===== src/rtl/pdc_pkg.sv =====
package pdc_pkg;

    typedef enum logic [2:0] {
        ST_IDLE,
        ST_PREP,
        ST_SEARCH,
        ST_LAUNCH,
        ST_DIVIDE
    } pdc_state_e;

endpackage


===== src/rtl/pdc_scale.sv =====
// Scales the target by 2^k; reports whether the floor is reached and
// forms the fixed-point dividend for the feedback word.
module pdc_scale #(
    parameter int FREQ_W = 32,
    parameter int EXP_W  = 3,
    parameter int FRAC_W = 15
) (
    input  logic [FREQ_W-1:0]   tgt_i,
    input  logic [FREQ_W-1:0]   vmin_i,
    input  logic [EXP_W-1:0]    exp_i,
    output logic                reached_o,
    output logic [2*FREQ_W-1:0] dividend_o
);
    localparam int DW = 2 * FREQ_W;

    logic [DW-1:0] scaled;

    assign scaled    = {{FREQ_W{1'b0}}, tgt_i} << exp_i;
    assign reached_o = (scaled >= {{FREQ_W{1'b0}}, vmin_i});

    generate
        if (FRAC_W == 0) begin : g_int_only
            assign dividend_o = scaled;
        end else begin : g_frac
            assign dividend_o = scaled << FRAC_W;
        end
    endgenerate

endmodule


===== src/rtl/pdc_restoring_div.sv =====
// Restoring divider, one quotient bit per cycle, low Q_W quotient bits kept.
module pdc_restoring_div #(
    parameter int DVD_W = 64,
    parameter int DVS_W = 32,
    parameter int Q_W   = 32
) (
    input  logic             clk,
    input  logic             rst_n,
    input  logic             start_i,
    input  logic [DVD_W-1:0] dividend_i,
    input  logic [DVS_W-1:0] divisor_i,
    output logic             valid_o,
    output logic [Q_W-1:0]   quot_o
);
    localparam int CNT_W = $clog2(DVD_W + 1);

    logic [DVD_W-1:0] dvd_q;
    logic [DVS_W-1:0] dvs_q;
    logic [DVS_W-1:0] rem_q;
    logic [Q_W-1:0]   quot_q;
    logic [CNT_W-1:0] cnt_q;
    logic             run_q;

    logic [DVS_W:0]   trial;
    logic [DVS_W-1:0] diff;
    logic             fits;

    assign trial = {rem_q, dvd_q[DVD_W-1]};
    assign fits  = (trial >= {1'b0, dvs_q});
    assign diff  = trial[DVS_W-1:0] - dvs_q;

    always_ff @(posedge clk or negedge rst_n) begin
        if (!rst_n) begin
            dvd_q   <= '0;
            dvs_q   <= '0;
            rem_q   <= '0;
            quot_q  <= '0;
            cnt_q   <= '0;
            run_q   <= 1'b0;
            valid_o <= 1'b0;
        end else begin
            valid_o <= 1'b0;
            if (start_i) begin
                dvd_q  <= dividend_i;
                dvs_q  <= divisor_i;
                rem_q  <= '0;
                quot_q <= '0;
                cnt_q  <= CNT_W'(DVD_W);
                run_q  <= 1'b1;
            end else if (run_q) begin
                dvd_q  <= dvd_q << 1;
                rem_q  <= fits ? diff : trial[DVS_W-1:0];
                quot_q <= {quot_q[Q_W-2:0], fits};
                cnt_q  <= cnt_q - 1'b1;
                if (cnt_q == CNT_W'(1)) begin
                    run_q   <= 1'b0;
                    valid_o <= 1'b1;
                end
            end
        end
    end

    assign quot_o = quot_q;

endmodule


===== src/rtl/pll_divset_calc.sv =====
module pll_divset_calc
    import pdc_pkg::*;
#(
    parameter int FREQ_W      = 32,
    parameter int PCW_W       = 22,
    parameter int INT_W       = 7,
    parameter int MAX_EXP     = 4,
    parameter int unsigned DEF_VCO_MIN = 1_000_000_000,
    localparam int EXP_W      = $clog2(MAX_EXP + 1)
) (
    input  logic              clk,
    input  logic              rst_n,
    input  logic              start_i,
    input  logic [FREQ_W-1:0] target_i,
    input  logic [FREQ_W-1:0] ref_i,
    input  logic [FREQ_W-1:0] vco_max_i,
    input  logic [FREQ_W-1:0] vco_min_i,
    output logic              busy_o,
    output logic              done_o,
    output logic              err_o,
    output logic [FREQ_W-1:0] pcw_o,
    output logic [EXP_W-1:0]  exp_o
);
    localparam int FRAC_W = (PCW_W > INT_W) ? (PCW_W - INT_W) : 0;
    localparam int DVD_W  = 2 * FREQ_W;

    pdc_state_e state_q, state_d;

    logic [FREQ_W-1:0] tgt_q, ref_q, vmax_q, vmin_q;
    logic [EXP_W-1:0]  k_q;
    logic              reached;
    logic [DVD_W-1:0]  dividend;
    logic              div_start;
    logic              div_valid;
    logic [FREQ_W-1:0] div_quot;
    logic              search_end;

    pdc_scale #(
        .FREQ_W (FREQ_W),
        .EXP_W  (EXP_W),
        .FRAC_W (FRAC_W)
    ) scale_i (
        .tgt_i      (tgt_q),
        .vmin_i     (vmin_q),
        .exp_i      (k_q),
        .reached_o  (reached),
        .dividend_o (dividend)
    );

    pdc_restoring_div #(
        .DVD_W (DVD_W),
        .DVS_W (FREQ_W),
        .Q_W   (FREQ_W)
    ) div_i (
        .clk        (clk),
        .rst_n      (rst_n),
        .start_i    (div_start),
        .dividend_i (dividend),
        .divisor_i  (ref_q),
        .valid_o    (div_valid),
        .quot_o     (div_quot)
    );

    assign search_end = reached || (k_q == EXP_W'(MAX_EXP));
    assign div_start  = (state_q == ST_LAUNCH);
    assign busy_o     = (state_q != ST_IDLE);

    // state register
    always_ff @(posedge clk or negedge rst_n) begin
        if (!rst_n) state_q <= ST_IDLE;
        else        state_q <= state_d;
    end

    always_comb begin
        state_d = state_q;
        unique case (state_q)
            ST_IDLE:   if (start_i) state_d = ST_PREP;
            ST_PREP:   state_d = (ref_q == '0) ? ST_IDLE : ST_SEARCH;
            ST_SEARCH: if (search_end) state_d = ST_LAUNCH;
            ST_LAUNCH: state_d = ST_DIVIDE;
            ST_DIVIDE: if (div_valid) state_d = ST_IDLE;
            default:   state_d = ST_IDLE;
        endcase
    end

    // datapath and outputs
    always_ff @(posedge clk or negedge rst_n) begin
        if (!rst_n) begin
            tgt_q  <= '0;
            ref_q  <= '0;
            vmax_q <= '0;
            vmin_q <= '0;
            k_q    <= '0;
            done_o <= 1'b0;
            err_o  <= 1'b0;
            pcw_o  <= '0;
            exp_o  <= '0;
        end else begin
            done_o <= 1'b0;
            unique case (state_q)
                ST_IDLE: begin
                    if (start_i) begin
                        tgt_q  <= target_i;
                        ref_q  <= ref_i;
                        vmax_q <= vco_max_i;
                        vmin_q <= vco_min_i;
                    end
                end
                ST_PREP: begin
                    k_q <= '0;
                    if (tgt_q > vmax_q) tgt_q <= vmax_q;
                    if (vmin_q == '0)   vmin_q <= FREQ_W'(DEF_VCO_MIN);
                    if (ref_q == '0) begin
                        err_o  <= 1'b1;
                        pcw_o  <= '0;
                        exp_o  <= '0;
                        done_o <= 1'b1;
                    end
                end
                ST_SEARCH: begin
                    if (!search_end) k_q <= k_q + 1'b1;
                end
                ST_LAUNCH: begin
                end
                ST_DIVIDE: begin
                    if (div_valid) begin
                        err_o  <= 1'b0;
                        pcw_o  <= div_quot;
                        exp_o  <= k_q;
                        done_o <= 1'b1;
                    end
                end
                default: begin
                end
            endcase
        end
    end

endmodule


===== config.mk =====
export PLATFORM = sky130hd
export DESIGN_NAME = pll_divset_calc
export DESIGN_NICKNAME = d
export VERILOG_FILES = /design/src/rtl/pdc_pkg.sv /design/src/rtl/pdc_scale.sv /design/src/rtl/pdc_restoring_div.sv /design/src/rtl/pll_divset_calc.sv
export SDC_FILE = /design/constraint.sdc
export NUM_CORES = 1
export LEC_CHECK = 0
export CAP_MARGIN = 10
export CORE_ASPECT_RATIO = 0.7
export CORE_UTILIZATION = 25
export CTS_BUF_LIST = sky130_fd_sc_hd__clkbuf_2
export DETAILED_ROUTE_END_ITERATION = 7
export PLACE_DENSITY = 0.44
export RECOVER_POWER = 25
export SLEW_MARGIN = 20
export SYNTH_ARGS = -nofsm -noshare
export SYNTH_HDL_FRONTEND = slang
export SYNTH_SLANG_ARGS = --single-unit

===== constraint.sdc =====
create_clock -name clk -period 3.95 [get_ports clk]
set_input_delay 0.395 -clock clk [delete_from_list [all_inputs] [get_ports clk]]
set_output_delay 0.395 -clock clk [all_outputs]
set_load 0.01 [all_outputs]

==> impl_table.tex, run 1 <==
\begin{tabular}{lr}
\hline
Metric & Value \\
\hline
\multicolumn{2}{l}{\textbf{Status}} \\
\quad Status & finished, violations left \\
\quad Violations in the final reports & capacitance limit, slew limit \\
\multicolumn{2}{l}{\textbf{Power and ir drop}} \\
\quad Portion of total power attributed to sequential cells & 31.5\% \\
\quad Cell leakage power & 10.7 nW \\
\quad Logic pwr share & 55.1\% \\
\quad NetSw & 0.00843 W \\
\quad Part of the total power dissipated in the clock network & 13.4\% \\
\quad Power Dens Cells & 821 nW/um\^{}2 \\
\quad Internal power consumption & 0.0102 W \\
\quad Switching power as a share of total power & 45.2\% \\
\quad Max IR drop VDD & 0.353 mV \\
\multicolumn{2}{l}{\textbf{STA}} \\
\quad Worst Skew & 0.0861 ns \\
\quad Setup TNS after final layout & 0 ns \\
\quad Unrepaired setup endpoints after global routing & no \\
\quad Final Worst Setup Slack & 0.436 ns \\
\quad Upper clock frequency limit & 285 MHz \\
\quad Tightest slew margin relative to the limit & -39.6\% \\
\quad Slew of the pin with the lowest slew margin & 2.09 ns \\
\quad Hold Slack & 0.396 ns \\
\quad Share of the cycle needed by the critical path after routing & 89.0\% \\
\quad Max-slew violations & 234 \\
\quad Number of setup violations in the final report & 0 \\
\quad Final hold violations & 0 \\
\quad Final worst path period need & 3.51 ns \\
\multicolumn{2}{l}{\textbf{Critical path}} \\
\quad Crit path buffers/inverters & 1 \\
\quad CP Data Arrival Time & 4.45 ns \\
\quad Maximum single-stage delay on the critical path & 0.50 ns \\
\quad Critical path start-end classification & flop to flop \\
\quad Family with the most delay on the worst path & compound AO/OA/AOI/OAI gates \\
\quad Max Fanout on Critical Path & 33 \\
\quad Crit start category & flop \\
\quad Crit-path cells & buf\_12 -> mux2\_2 -> mux4\_2 -> ha\_1 -> a21o\_1 -> a21o\_1 -> a21oi\_1 -> a2111o\_1 -> nor3\_1 -> a211o\_1 -> a21oi\_1 -> o21ai\_0 \\
\quad Cell with the largest stage delay on the worst path & sky130\_fd\_sc\_hd\_\_mux4\_2 \\
\quad Reg2Reg Setup Slack & 0.44 ns \\
\quad Endpoint type of the worst setup path & flop \\
\quad Worst Path Required & 4.88 ns \\
\multicolumn{2}{l}{\textbf{Placement}} \\
\quad Area post-placement & 20700 um\^{}2 \\
\quad Routability congestion estimate from global placement & 0.843 \\
\quad Setup WS pre-CTS & 0.534 ns \\
\quad Sum of net half-perimeters after detailed placement & 36900 um \\
\quad Port bufs & 168 \\
\multicolumn{2}{l}{\textbf{CTS}} \\
\quad Worst skew pair latency & 1.11 ns \\
\quad Total of hold buffers inserted after clock tree synthesis & 132 \\
\quad Clock sink count & 325 \\
\quad Number of buffers on the longest clock path & 3 \\
\quad Number of gates resized after CTS & 0 \\
\quad Master cell of the clock root buffer & sky130\_fd\_sc\_hd\_\_clkbuf\_2 \\
\quad Number of buffers inserted by post-CTS setup repair & 0 \\
\quad Number of levels in the clock H-tree & 3 \\
\quad Inserted Clock Buffers & 89 \\
\quad TritonCTS clock tree & done \\
\quad Reg clk slew, reported paths & 0.11 ns \\
\multicolumn{2}{l}{\textbf{Synthesis}} \\
\quad Top area cells in the synthesized netlist & sky130\_fd\_sc\_hd\_\_dfrtp\_1 45\%, sky130\_fd\_sc\_hd\_\_nand2\_1 7.4\%, sky130\_fd\_sc\_hd\_\_ha\_1 7.0\%, sky130\_fd\_sc\_hd\_\_mux2i\_1 6.6\%, sky130\_fd\_sc\_hd\_\_o21ai\_0 6.0\% \\
\quad Async S/R FF share, synth & 100\% \\
\quad Net count after synthesis & 2135 \\
\quad Number of enable flip-flop cells after synthesis & 0 \\
\quad Most frequent cell after synthesis & sky130\_fd\_sc\_hd\_\_nand2\_1 \\
\quad Syn avg cell area & 9.41 um\^{}2 \\
\quad Portion of the post-synthesis area used by sequential elements & 45.4\% \\
\quad Number of register bits inferred by synthesis & 325 \\
\quad Yosys warns & 0 \\
\quad Distinct cell type count after synthesis & 64 \\
\quad Most used flip-flop cell after synthesis & sky130\_fd\_sc\_hd\_\_dfrtp\_1 \\
\quad Most instantiated cells after synthesis & 354 x sky130\_fd\_sc\_hd\_\_nand2\_1, 325 x sky130\_fd\_sc\_hd\_\_dfrtp\_1, 216 x sky130\_fd\_sc\_hd\_\_o21ai\_0, 119 x sky130\_fd\_sc\_hd\_\_mux2i\_1, 113 x sky130\_fd\_sc\_hd\_\_nor2\_1 \\
\quad Dominant cell type by area after synthesis & sky130\_fd\_sc\_hd\_\_dfrtp\_1 \\
\quad Area of the mapped netlist & 17900 um\^{}2 \\
\quad Proportion of netlist area held by the largest area contributor & 45.4\% \\
\quad Count of mapped cells out of synthesis & 1903 \\
\multicolumn{2}{l}{\textbf{Routing}} \\
\quad Detailed-route wire length per cell & 16.6 um \\
\quad Antenna-violating nets left & 0 \\
\quad DR iter-0 viols & 758 \\
\quad Mean number of vias per cell & 4.58 \\
\quad Drt first pass iters & 4 \\
\quad Final wirelength & 53500 um \\
\quad Via count & 14800 \\
\quad Post-detailed-route DRC marker count & 0 \\
\multicolumn{2}{l}{\textbf{Final layout}} \\
\quad Share of cells above drive strength 1 & 11.4\% \\
\quad Area grow syn2layout & 26.8\% \\
\quad Fill count & 7501 \\
\quad NumNets Final & 2442 \\
\quad Final Cell Area & 22700 um\^{}2 \\
\multicolumn{2}{l}{\textbf{Floorplanning}} \\
\quad Top Ports & 169 \\
\quad Effective utilization at floorplan & 25.5\% \\
\quad Height of the die & 226 um \\
\quad Placeable core region & 70300 um\^{}2 \\
\quad Site row count & 81 \\
\quad Horizontal extent of the die & 322 um \\
\quad Area enclosed by the die boundary & 72800 um\^{}2 \\
\multicolumn{2}{l}{\textbf{GRT}} \\
\quad Total track usage & 15.0\% \\
\quad Vias in the first global route & 15300 \\
\quad Overflow left after global routing & 0 \\
\quad Antenna violations before repair & 4 \\
\quad Largest net degree at the start of global routing & 95 \\
\quad Global-route wire length before repair & 85600 um \\
\multicolumn{2}{l}{\textbf{Worst hold path}} \\
\quad Path type of the worst min-delay path & primary input to flop \\
\multicolumn{2}{l}{\textbf{Job}} \\
\quad Max cap viols & 3 \\
\hline
\end{tabular}
==> power groups by stage <==
| stage | sequential, W | combinational [W] | clock [W] |
|---|---|---|---|
| global route | 0.00608 | 0.0116 | 0.00280 |
| finish | 0.00587 | 0.0103 | 0.00251 |
| floorplan | 0.00542 | 0.00796 | 0 |
| global placement | 0.00594 | 0.0100 | 0 |
| detailed placement | 0.00595 | 0.0102 | 0 |
| CTS | 0.00589 | 0.0104 | 0.00267 |
==> kinds of logic after synthesis <==
group | Yosys count | share of synthesized area, %
simple gates | 580 | 13.7
compound gates | 447 | 14.9
flops | 325 | 45.4
buf+inv | 223 | 4.99
mux | 195 | 12.4
fa+ha+maj | 101 | 7.10
xor+xnor | 32 | 1.56
==> area by class of cell <==
type / instances / area, um^2 / share of cell area, %
Multi-Input combinational cell: 1355 / 8920 / 39.3
Sequential cell: 325 / 8140 / 35.8
Timing Repair Buffer: 328 / 3260 / 14.4
Tap cell: 954 / 1190 / 5.25
Clock buffer: 132 / 661 / 2.91
Inverter: 111 / 417 / 1.83
Clock inverter: 21 / 126 / 0.556
Antenna cell: 3 / 7.51 / 0.0330
==> through the flow <==
step | utilization (%) | instances | total power, W
after floorplan | - | 1903 | 0.0134
after global placement | 29.4 | 2940 | 0.0160
after detailed placement | 29.4 | 2941 | 0.0161
after CTS | 32.4 | 3226 | 0.0189
after global routing | 32.3 | 3229 | 0.0205
final | 32.3 | 3229 | 0.0187
==> per-layer routing <==
metal	share of wire, %	track usage, %	up-vias
met5	0.039	0	-
met1	53	22.5	7124
met4	2.4	4.72	4
met3	4.5	3.50	105
li1	-	-	7264
met2	40	20.7	282
==> sequential cells by signal, summed over array words and instances (netlist names) <==
signal and count:
vmax_q 32, div_i.dvs_q 32, exp_o 3, k_q 3, div_i.quot_o 32, div_i.run_q 1, div_i.rem_q 32, err_o 1
div_i.dvd_q 49, div_i.valid_o 1, pcw_o 32, vmin_q 32, state_q 3, done_o 1, div_i.cnt_q 7, ref_q 32
tgt_q 32
==> final timing paths <==
| check | start | endpoint | depth (start not counted) |
|---|---|---|---|
| setup reg to reg | k_q[1] | k_q[2] | 12 |
| max in group asynchronous | rst_n | div_i.run_q | 4 |
| hold reg to reg | pcw_o[28] | pcw_o[28] | 2 |
| hold / removal | vco_max_i[14] | vmax_q[14] | 4 |
| setup / recovery | k_q[1] | k_q[2] | 12 |
| min in group asynchronous | rst_n | div_i.dvs_q[31] | 4 |
==> placed cells by master (no fill, tap or decap), types with 16 or more instances in the layout <==
cell type,count
sky130_fd_sc_hd__a211oi_1,23
sky130_fd_sc_hd__a21o_1,42
sky130_fd_sc_hd__a21oi_1,76
sky130_fd_sc_hd__a22o_1,18
sky130_fd_sc_hd__buf_4,20
sky130_fd_sc_hd__clkbuf_2,135
sky130_fd_sc_hd__clkdlybuf4s50_1,167
sky130_fd_sc_hd__dfrtp_1,323
sky130_fd_sc_hd__dlygate4sd3_1,131
sky130_fd_sc_hd__ha_1,100
sky130_fd_sc_hd__inv_1,109
sky130_fd_sc_hd__mux2_2,60
sky130_fd_sc_hd__mux2i_1,119
sky130_fd_sc_hd__mux4_2,16
sky130_fd_sc_hd__nand2_1,353
sky130_fd_sc_hd__nand3_1,16
sky130_fd_sc_hd__nand4_1,24
sky130_fd_sc_hd__nor2_1,112
sky130_fd_sc_hd__nor4_1,21
sky130_fd_sc_hd__o21ai_0,216
sky130_fd_sc_hd__xnor2_1,18
==> worst min-delay path, stage by stage <==
cell and delay (ns):
sky130_fd_sc_hd__dlygate4sd3_1 0.53, sky130_fd_sc_hd__clkdlybuf4s50_1 0.42, sky130_fd_sc_hd__nand2_1 0.05, sky130_fd_sc_hd__o21ai_0 0.06
(Power assumes the default switching activity.)
==> run 2: changes to the inputs <==
--- a/config.mk
+++ b/config.mk
@@ -5,6 +5,7 @@
 export SDC_FILE = /design/constraint.sdc
 export NUM_CORES = 1
 export LEC_CHECK = 0
+export ABC_CLOCK_PERIOD_IN_PS = 3950
 export CAP_MARGIN = 10
 export CORE_ASPECT_RATIO = 0.7
 export CORE_UTILIZATION = 25
==> results of run 2 <==
Final layout, timing and power as in run 1 (identical DEF).
